File: src/rtl/rfdt_pkg.sv
package rfdt_pkg;

    typedef enum logic [2:0] {
        ST_IDLE,
        ST_WR,
        ST_CHK,
        ST_SAVE,
        ST_XFER,
        ST_WSAV,
        ST_DONE
    } state_e;

    typedef enum logic [1:0] {
        PS_FWD,
        PS_REV,
        PS_XA,
        PS_XB
    } pass_e;

    localparam logic [1:0] PH_SEL_FWD = 2'd0;
    localparam logic [1:0] PH_SEL_REV = 2'd1;
    localparam logic [1:0] PH_XCH     = 2'd2;

    function automatic logic [1:0] phase_of(input pass_e p);
        case (p)
            PS_FWD:  return PH_SEL_FWD;
            PS_REV:  return PH_SEL_REV;
            default: return PH_XCH;
        endcase
    endfunction

endpackage

File: src/rtl/rfdt_cwgen.sv
module rfdt_cwgen #(
    parameter int N = 8,
    parameter int K = 4
) (
    input  logic         clk,
    input  logic         rst,
    input  logic         load,
    input  logic         adv,
    output logic [N-1:0] cw
);
    localparam logic [N:0]   FIRST_W = ({{N{1'b0}}, 1'b1} << K) - 1'b1;
    localparam logic [N-1:0] FIRST   = FIRST_W[N-1:0];

    logic [N-1:0] low_bit, ripple, changed, nxt;
    int           tz;

    // next word of equal weight in ascending numeric order
    always_comb begin
        tz = 0;
        for (int i = N - 1; i >= 0; i--) begin
            if (cw[i]) tz = i;
        end
        low_bit = cw & (~cw + 1'b1);
        ripple  = cw + low_bit;
        changed = ripple ^ cw;
        nxt     = ripple | ((changed >> tz) >> 2);
    end

    always_ff @(posedge clk) begin
        if (rst || load) cw <= FIRST;
        else if (adv)    cw <= nxt;
    end

endmodule

File: src/rtl/rfdt_cmp.sv
module rfdt_cmp #(
    parameter int N  = 8,
    parameter int AW = 3
) (
    input  logic          clk,
    input  logic          rst,
    input  logic          clr,
    input  logic          en,
    input  logic [N-1:0]  actual,
    input  logic [N-1:0]  expected,
    input  logic [1:0]    phase,
    input  logic          port,
    input  logic [AW-1:0] reg_idx,
    output logic          fail,
    output logic [1:0]    fail_phase,
    output logic          fail_port,
    output logic [AW-1:0] fail_reg
);
    always_ff @(posedge clk) begin
        if (rst || clr) begin
            fail       <= 1'b0;
            fail_phase <= '0;
            fail_port  <= 1'b0;
            fail_reg   <= '0;
        end else if (en && !fail && (actual != expected)) begin
            fail       <= 1'b1;
            fail_phase <= phase;
            fail_port  <= port;
            fail_reg   <= reg_idx;
        end
    end

endmodule

File: src/rtl/rfdt_top.sv
module rfdt_top
    import rfdt_pkg::*;
#(
    parameter int M  = 8,
    parameter int N  = 8,
    parameter int K  = 4,
    parameter int AW = (M > 1) ? $clog2(M) : 1
) (
    input  logic          clk,
    input  logic          rst,
    input  logic          start,
    output logic          wr_en,
    output logic [AW-1:0] wr_addr,
    output logic [N-1:0]  wr_data,
    output logic [AW-1:0] rd_addr_a,
    output logic [AW-1:0] rd_addr_b,
    input  logic [N-1:0]  rd_data_a,
    input  logic [N-1:0]  rd_data_b,
    output logic          xfer_en,
    output logic          xfer_port,
    output logic [AW-1:0] xfer_dst,
    output logic          done,
    output logic          pass,
    output logic          fail,
    output logic [1:0]    fail_phase,
    output logic          fail_port,
    output logic [AW-1:0] fail_reg
);
    localparam logic [AW-1:0] LAST = AW'(M - 1);

    state_e        state;
    pass_e         pass_q;
    logic [AW-1:0] j;
    logic [N-1:0]  saved;
    logic [N-1:0]  cw;
    logic [N-1:0]  rd_sel;
    logic [AW-1:0] addr;
    logic          is_xch, port_b, idle_like, launch, at_last;
    logic          gen_load, gen_adv;

    assign is_xch    = (pass_q == PS_XA) || (pass_q == PS_XB);
    assign port_b    = (pass_q == PS_XB);
    assign idle_like = (state == ST_IDLE) || (state == ST_DONE);
    assign launch    = idle_like && start;
    assign at_last   = (j == LAST);
    assign rd_sel    = port_b ? rd_data_b : rd_data_a;

    assign gen_load = launch
                   || (((state == ST_WR) || (state == ST_CHK)) && at_last)
                   || (state == ST_WSAV);
    assign gen_adv  = ((state == ST_WR) || (state == ST_CHK)) && !at_last;

    rfdt_cwgen #(.N(N), .K(K)) u_gen (
        .clk  (clk),
        .rst  (rst),
        .load (gen_load),
        .adv  (gen_adv),
        .cw   (cw)
    );

    // register selected in the current step
    always_comb begin
        addr = j;
        case (state)
            ST_WR:   addr = (pass_q == PS_REV) ? (LAST - j) : j;
            ST_CHK: begin
                if (pass_q == PS_REV)  addr = LAST - j;
                else if (is_xch)       addr = (j == '0) ? LAST : (j - 1'b1);
                else                   addr = j;
            end
            ST_SAVE: addr = '0;
            ST_XFER: addr = j;
            ST_WSAV: addr = LAST;
            default: addr = j;
        endcase
    end

    assign wr_en     = (state == ST_WR) || (state == ST_WSAV);
    assign wr_addr   = addr;
    assign wr_data   = (state == ST_WSAV) ? saved : cw;
    assign rd_addr_a = addr;
    assign rd_addr_b = addr;
    assign xfer_en   = (state == ST_XFER);
    assign xfer_port = port_b;
    assign xfer_dst  = j - 1'b1;
    assign done      = (state == ST_DONE);
    assign pass      = done && !fail;

    rfdt_cmp #(.N(N), .AW(AW)) u_cmp (
        .clk        (clk),
        .rst        (rst),
        .clr        (launch),
        .en         (state == ST_CHK),
        .actual     (rd_sel),
        .expected   (cw),
        .phase      (phase_of(pass_q)),
        .port       (port_b),
        .reg_idx    (addr),
        .fail       (fail),
        .fail_phase (fail_phase),
        .fail_port  (fail_port),
        .fail_reg   (fail_reg)
    );

    always_ff @(posedge clk) begin
        if (rst) begin
            state  <= ST_IDLE;
            pass_q <= PS_FWD;
            j      <= '0;
            saved  <= '0;
        end else begin
            case (state)
                ST_IDLE, ST_DONE: begin
                    if (start) begin
                        state  <= ST_WR;
                        pass_q <= PS_FWD;
                        j      <= '0;
                    end
                end
                ST_WR: begin
                    if (at_last) begin
                        j     <= '0;
                        state <= is_xch ? ST_SAVE : ST_CHK;
                    end else begin
                        j <= j + 1'b1;
                    end
                end
                ST_CHK: begin
                    if (at_last) begin
                        j <= '0;
                        case (pass_q)
                            PS_FWD:  begin pass_q <= PS_REV; state <= ST_WR; end
                            PS_REV:  begin pass_q <= PS_XA;  state <= ST_WR; end
                            PS_XA:   begin pass_q <= PS_XB;  state <= ST_WR; end
                            default: state <= ST_DONE;
                        endcase
                    end else begin
                        j <= j + 1'b1;
                    end
                end
                ST_SAVE: begin
                    saved <= rd_sel;
                    j     <= AW'(1);
                    state <= ST_XFER;
                end
                ST_XFER: begin
                    if (at_last) begin
                        j     <= '0;
                        state <= ST_WSAV;
                    end else begin
                        j <= j + 1'b1;
                    end
                end
                ST_WSAV: begin
                    j     <= '0;
                    state <= ST_CHK;
                end
                default: state <= ST_IDLE;
            endcase
        end
    end

endmodule

File: config.mk
export PLATFORM = sky130hd
export DESIGN_NAME = rfdt_top
export DESIGN_NICKNAME = d
export VERILOG_FILES = /design/src/rtl/rfdt_pkg.sv /design/src/rtl/rfdt_cwgen.sv /design/src/rtl/rfdt_cmp.sv /design/src/rtl/rfdt_top.sv
export SDC_FILE = /design/constraint.sdc
export NUM_CORES = 1
export LEC_CHECK = 0
export ABC_CLOCK_PERIOD_IN_PS = 2630
export BUFFER_PORTS_ARGS = -buffer_cell sky130_fd_sc_hd__buf_4
export CORE_ASPECT_RATIO = 2
export CORE_MARGIN = 8
export CORE_UTILIZATION = 35
export CTS_CLUSTER_DIAMETER = 100
export DETAILED_ROUTE_END_ITERATION = 8
export PLACE_DENSITY = 0.55
export SETUP_SLACK_MARGIN = 0.5
export SYNTH_ARGS = -nofsm -noshare
export SYNTH_HDL_FRONTEND = slang
export SYNTH_SLANG_ARGS = --single-unit
export TNS_END_PERCENT = 100
File: constraint.sdc
create_clock -name clk -period 2.63 [get_ports clk]
set_input_delay 0.526 -clock clk [delete_from_list [all_inputs] [get_ports clk]]
set_output_delay 0.526 -clock clk [all_outputs]
set_load 0.03 [all_outputs]
### Yosys cells after proc, flatten, opt, wreduce, memory -nomap -nowiden

Index checks and enable logic that the tools add are counted.

| storage, ports and cells | value |
|---|---|
| input port bits | 19 |
| flip-flop bits (word level) | 31 |
| word-level logic and storage cells | 92 |

| operators by class | value |
|---|---|
| multiplexer cells | 30 |
| reduce and logical (&&, ||, !) cells | 27 |
| equality and inequality tests | 16 |
| add/subtract/negate cells | 5 |
| bitwise logic cells | 4 |
| shifts and indexed selects | 1 |

Operator list:

| cell | number |
|---|---|
| 32-bit two-way mux | 7 |
| 3-bit two-way mux | 12 |
| 8-bit by 32-bit right shift with 8-bit output | 1 |
| 3-bit one-hot mux with 4 select lines | 2 |
| 3-bit one-hot mux with 6 select lines | 1 |
| 8-bit two-way mux | 2 |
| 3-bit equality test, second input constant | 4 |
| 8-bit by 1-bit adder with 8-bit output, second input constant | 1 |
| 8-bit adder | 1 |
| 8-bit AND | 1 |
| 1-bit logical OR | 8 |
| 8-bit != test | 1 |
| 8-bit NOT | 1 |
| 8-bit by 6-bit bitwise OR with 8-bit output | 1 |
| 2-bit one-hot mux with 2 select lines | 2 |
| 4-bit AND reduction | 2 |
| 8-bit XOR | 1 |
| 3-bit by 2-bit equality test with 1-bit output, second input constant | 2 |
| 1-bit logical AND | 6 |
| 3-bit logical NOT | 2 |
| 2-bit != test, second input constant | 3 |
| 2-bit one-hot mux with 3 select lines | 1 |
| 3-bit OR reduction | 2 |
| 2-bit equality test, second input constant | 2 |
| 15 further kinds | 17 |

### Longest topological paths before layout

| logic depth | value |
|---|---|
| depth after elaboration | 10 |
| gate-level depth with buffers | 10 |

### Hierarchy

Synthesis repeated with hierarchy kept, for this count alone.

| unflattened totals | value |
|---|---|
| cells, all modules | 339 |
| area total of the unflattened synthesis | 2695.1 um^2 |

By module, submodules not included:

| module | area an instance (um^2) | times used | sequential area each (um^2) | cells an instance |
|---|---|---|---|---|
| rfdt_top | 1468.9 | 1 | 320.3 | 178 |
| rfdt_cwgen | 855.8 | 1 | 160.2 | 121 |
| rfdt_cmp | 370.4 | 1 | 140.1 | 40 |

### Least setup slack after synthesis

No wires, ideal clock.

| path | value |
|---|---|
| path type | register -> output |
| start | register j[0] |
| end | output port rd_addr_b[1] |
| path slack | -719 ps |
| stages on the path, launching flop included | 9 |
| data required time | 2104 ps |
| data arrival time | 2823 ps |
| cell sequence | dfxtp_1 -> inv_1 -> ha_1 -> inv_1 -> o21ai_0 -> o21ai_0 -> a31o_2 -> a21boi_0 -> buf_4 |

| on the way | value |
|---|---|
| cells in the longest elaborated chain, start to end | 5 |
| elaborated cells between the ends (all ways) | 8 |
| classes of those cells | add/sub: 2; mux: 5; reduce/logical: 1 |

Ends and longest elaborated chain:

| what | line | text |
|---|---|---|
| start: declaration | rfdt_top.sv:33 | `logic [AW-1:0] j;` |
| start signal: assignment | rfdt_top.sv:125 | `j <= j + 1'b1;` |
| start signal: assignment | rfdt_top.sv:138 | `j <= j + 1'b1;` |
| start signal: assignment | rfdt_top.sv:151 | `j <= j + 1'b1;` |
| 3-bit by 1-bit subtractor with 3-bit output | - |  |
| named net xfer_dst[1] | rfdt_top.sv:21 | `output logic [AW-1:0] xfer_dst,` |
| 3-bit two-way mux (2 in a row) | rfdt_top.sv:68 | `else if (is_xch) addr = (j == '0) ? LAST : (j - 1'b1);` |
| 3-bit two-way mux | rfdt_top.sv:67 | `if (pass_q == PS_REV) addr = LAST - j;` |
| 3-bit one-hot mux with 4 select lines | rfdt_top.sv:64 | `case (state)` |
| end: declaration | rfdt_top.sv:16 | `output logic [AW-1:0] rd_addr_b,` |

The timed path passes the listed nets, and every way through them passes these cells.

### Worst setup path in the final report

| path | value |
|---|---|
| start | register j[0] |
| end | output port rd_addr_b[1] |

| on the way | value |
|---|---|
| cells in the longest elaborated chain, start to end | 5 |
| elaborated cells between the ends (all ways) | 8 |
| classes of those cells | add/sub: 2; mux: 5; reduce/logical: 1 |

Ends and longest elaborated chain:

| what | line |
|---|---|
| 3-bit by 1-bit subtractor with 3-bit output / 3-bit logical NOT (equally long branches) | rfdt_top.sv:68 |
| 3-bit two-way mux (2 in a row) | rfdt_top.sv:68 |
| 3-bit two-way mux | rfdt_top.sv:67 |
| 3-bit one-hot mux with 4 select lines (*) | rfdt_top.sv:64 |

Mark *: on every way between the ends. The rest lies on a longest branch, timed or not.

==> results_dict.tcl <==
set metrics [dict create \
    cts_num_sinks 31 \
    synth_cells 365 \
    drtAntennaViolNets 0 \
    p_leak_nw 1.33 \
    viasPerCell 5.62 \
    worstSetupStartpointType "flip-flop" \
    finalPower_mw 2.15 \
    crit_buf_inv 3 \
    p_sw_uw 863 \
    rr_endpoint "u_gen.cw[4]" \
    synth_flop_cell "dfxtp_1" \
    die_w_um 77.8 \
    drc 0 \
    port_buffers 50 \
    hold_viol_final 0 \
    grt_start_max_net_pins 21 \
    max_cap_violations 0 \
    regToRegSetupSlack_ns 0.43 \
    hold_buffers 0 \
    final_nets 436 \
    power_frac_clock_pct 25.8 \
    syn_nets 392 \
    core_area_mm2 0.00749 \
    fin_skew_ns 0.00343 \
    pwr-share-seq_pct 28.6 \
    final_cell_mix "66 x buf_4, 45 x nor2_1, 30 x a21oi_1" \
    grt_pass1_vias 2685 \
    clock_latency_ns 0.27 \
    cts-root-buf "clkbuf_16" \
    grtUsageTotal_pct 14.5 \
    num-fill-cells 736 \
    vdd_drop_max_uv 316 \
    initial_utilization_pct 35.8 \
    p_int_mw 1.29 \
    synth_area_mm2 0.00268 \
    setup_ws_ns 0.288 \
    end_kind "primary output" \
    antenna_cells 0 \
    seq_area_frac_synth_pct 23.2 \
    r2r-start "j[0]" \
    rows 45 \
    crit_fanout 4 \
    fmax_mhz 427 \
    min_from "u_cmp.fail_reg[0]" \
    cp_common_cell "inv_4" \
    drt-pass1-iter-count 6 \
    crit_family "compound AO/OA/AOI/OAI gates" \
    whs_path_depth 2 \
    fin_area_mm2 0.00365 \
    layout-drive-gt1-share_pct 37.3 \
    reg2reg_depth 9 \
    holdPathEnd "u_cmp.fail_reg[0]" \
    vias 2833 \
    cpMaxStageDelayCell "dfxtp_4" \
    seqCellArea_um2 646 \
    clockBufferDepth 2 \
    dieArea_mm2 0.0109 \
    synth_cell_types 62 \
    yosysTopAreaCellShare_pct 23.2 \
    grt_pass1_wl_um 13400 \
    setup_viol 0 \
    crit_required_ns 2.10 \
    rsz0062_at_grt "yes" \
    yosys.area.top_type "dfxtp_1" \
    p_per_area_mw_per_mm2 588 \
    p_sw_share_pct 40.1 \
    drt_iter0_drc 387 \
    grt.overflow.total 0 \
    hp-class "reg2reg" \
    hpwl_um 5670 \
    clkTransAtPathRegs_ns 0.05 \
    multi_input_area_mm2 0.00205 \
    dp_slack_ns 0.370 \
    ys_seq_elements 31 \
    fin_setup_tns_ns 0 \
    avgRoutedWirePerCell_um 16.2 \
    syn_to_final_growth_pct 36.4 \
    slew_headroom_pct 61.4 \
    tightest_slew_ns 0.578 \
    post-route-min-period_ns 2.34 \
    placed_area_mm2 0.00312 \
    final_common_cell "buf_4" \
    whs_ns 0.495 \
    gp_congestion 0.921 \
    outcome "finished, final reports clean" \
    cts_htree_levels 2 \
    crit_chain "inv_4 -> ha_4 -> inv_4 -> nor4_4 -> o21ai_1 -> a31o_2 -> a21boi_4 -> buf_6" \
    yosys_warnings 0 \
    synthTopCellsByArea "dfxtp_1 23%, nor2_1 6.6%, a21oi_1 5.6%, mux2i_1 5.6%, nand2_1 4.3%" \
    async_flop_share_pct 0 \
    arrival_ns 1.82 \
    fin_crit_sh_pct 89.1 \
    syn_area_per_cell_um2 7.34 \
    numCtsBuffers 5 \
    antenna_found_initial 0 \
    maxSlewViolCount 0 \
    synth_edf_count 0 \
    dieHeight_um 140 \
    drt_wl_total_um 8150 \
    critPathMaxStageDelay_ns 0.35 \
    cts_tree "built" \
    critical_path_class "reg2out" \
    ios 51 \
    combPwrFrac_pct 45.6 \
]
-- worst max path at each step --
stage,end,from,cells past startpoint
3_3_place_gp,u_cmp.fail_reg[1],pass_q[1],7
6_report,rd_addr_b[1],j[0],8
2_1_floorplan,rd_addr_b[1],pass_q[1],9
4_1_cts,rd_addr_b[1],j[0],8
3_5_place_dp,rd_addr_b[1],state[1],6
5_1_grt,rd_addr_a[1],pass_q[0],8
-- synth_stat cells, types with 2 or more instances --
library cell   n
nor2_1        47
nand2_1       31
dfxtp_1       31
nor3_1         8
o21ai_0       22
o311ai_0       2
nor4_1         3
and2_1         2
o32ai_1        3
nor4_2         2
o21a_1         4
a31oi_1        8
a21oi_1       30
o21bai_1       2
o211ai_1       3
nor2b_1        6
nor3b_1        2
nand4_1        3
a211oi_1      10
nand3_1        8
clkinv_1       2
mux2i_1       15
xnor2_1        9
buf_4          6
a2111oi_2      2
o22ai_1        3
nand2b_1       5
mux2_2         9
a31o_2         2
buf_2         10
inv_1         12
nor3_2         2
o31ai_1        3
or2_2          2
ha_1           8
and3_1         2
clkbuf_1      18
buf_1          4
-- area by class of cell --
type,count,share of cell area (%)
Multi-Input combinational cell,280,56.0
Sequential cell,31,17.7
Timing Repair Buffer,77,17.4
Clock buffer,6,3.53
Tap cell,94,3.22
Inverter,14,1.78
Clock inverter,2,0.343
-- what timing repair did --
| action | in CTS | in global routing |
|---|---|---|
| endpoints found under the setup margin | 26 | 32 |
| pin swaps | 8 | 7 |
| setup buffers | 16 | 1 |
| resized for setup | 35 | 28 |
-- power by group through the flow --
stage	clock network, mW	logic, mW	registers, mW
5_1_grt	0.591	1.06	0.625
6_report	0.555	0.980	0.614
4_1_cts	0.573	0.931	0.608
2_1_floorplan	0	0.687	0.548
3_3_place_gp	0	0.825	0.619
3_5_place_dp	0	0.826	0.620
-- routing by layer --
layer	share of wire, %	global-route usage, %	wire, um	vias up
li1	-	-	-	1387
met5	0	0	0	-
met1	44	19.1	3570	1302
met2	48	22.5	3930	128
met3	6.5	3.48	528	16
met4	1.6	4.31	127	0
-- worst reg2reg max path, cell delays in order, from the launching register on --
cell and delay [ns]:
dfxtp_4 0.35, buf_4 0.16, ha_1 0.19, ha_1 0.30, nor2_1 0.20, o21ai_2 0.17
a2111oi_4 0.41, nand2_1 0.12, o211ai_1 0.12, a21oi_1 0.06
-- cells by family after synthesis --
kind of cell / count (synthesis) / synth area share (%)
buffers and inverters: 54 / 9.58
and+or+nand+nor: 128 / 23.2
AOI/OAI and AO/OA: 108 / 26.8
DFF: 31 / 23.2
muxes: 25 / 9.91
xor gates and xnor gates: 10 / 3.27
adders and majority gates: 9 / 4.11
-- metrics by stage --
step,util (%),instances
6_report,48.8,504
4_1_cts,47.2,503
5_1_grt,48.8,504
3_3_place_gp,41.7,479
3_5_place_dp,41.7,479
2_1_floorplan,-,365
No activity file was read; power rests on OpenSTA's default activity.
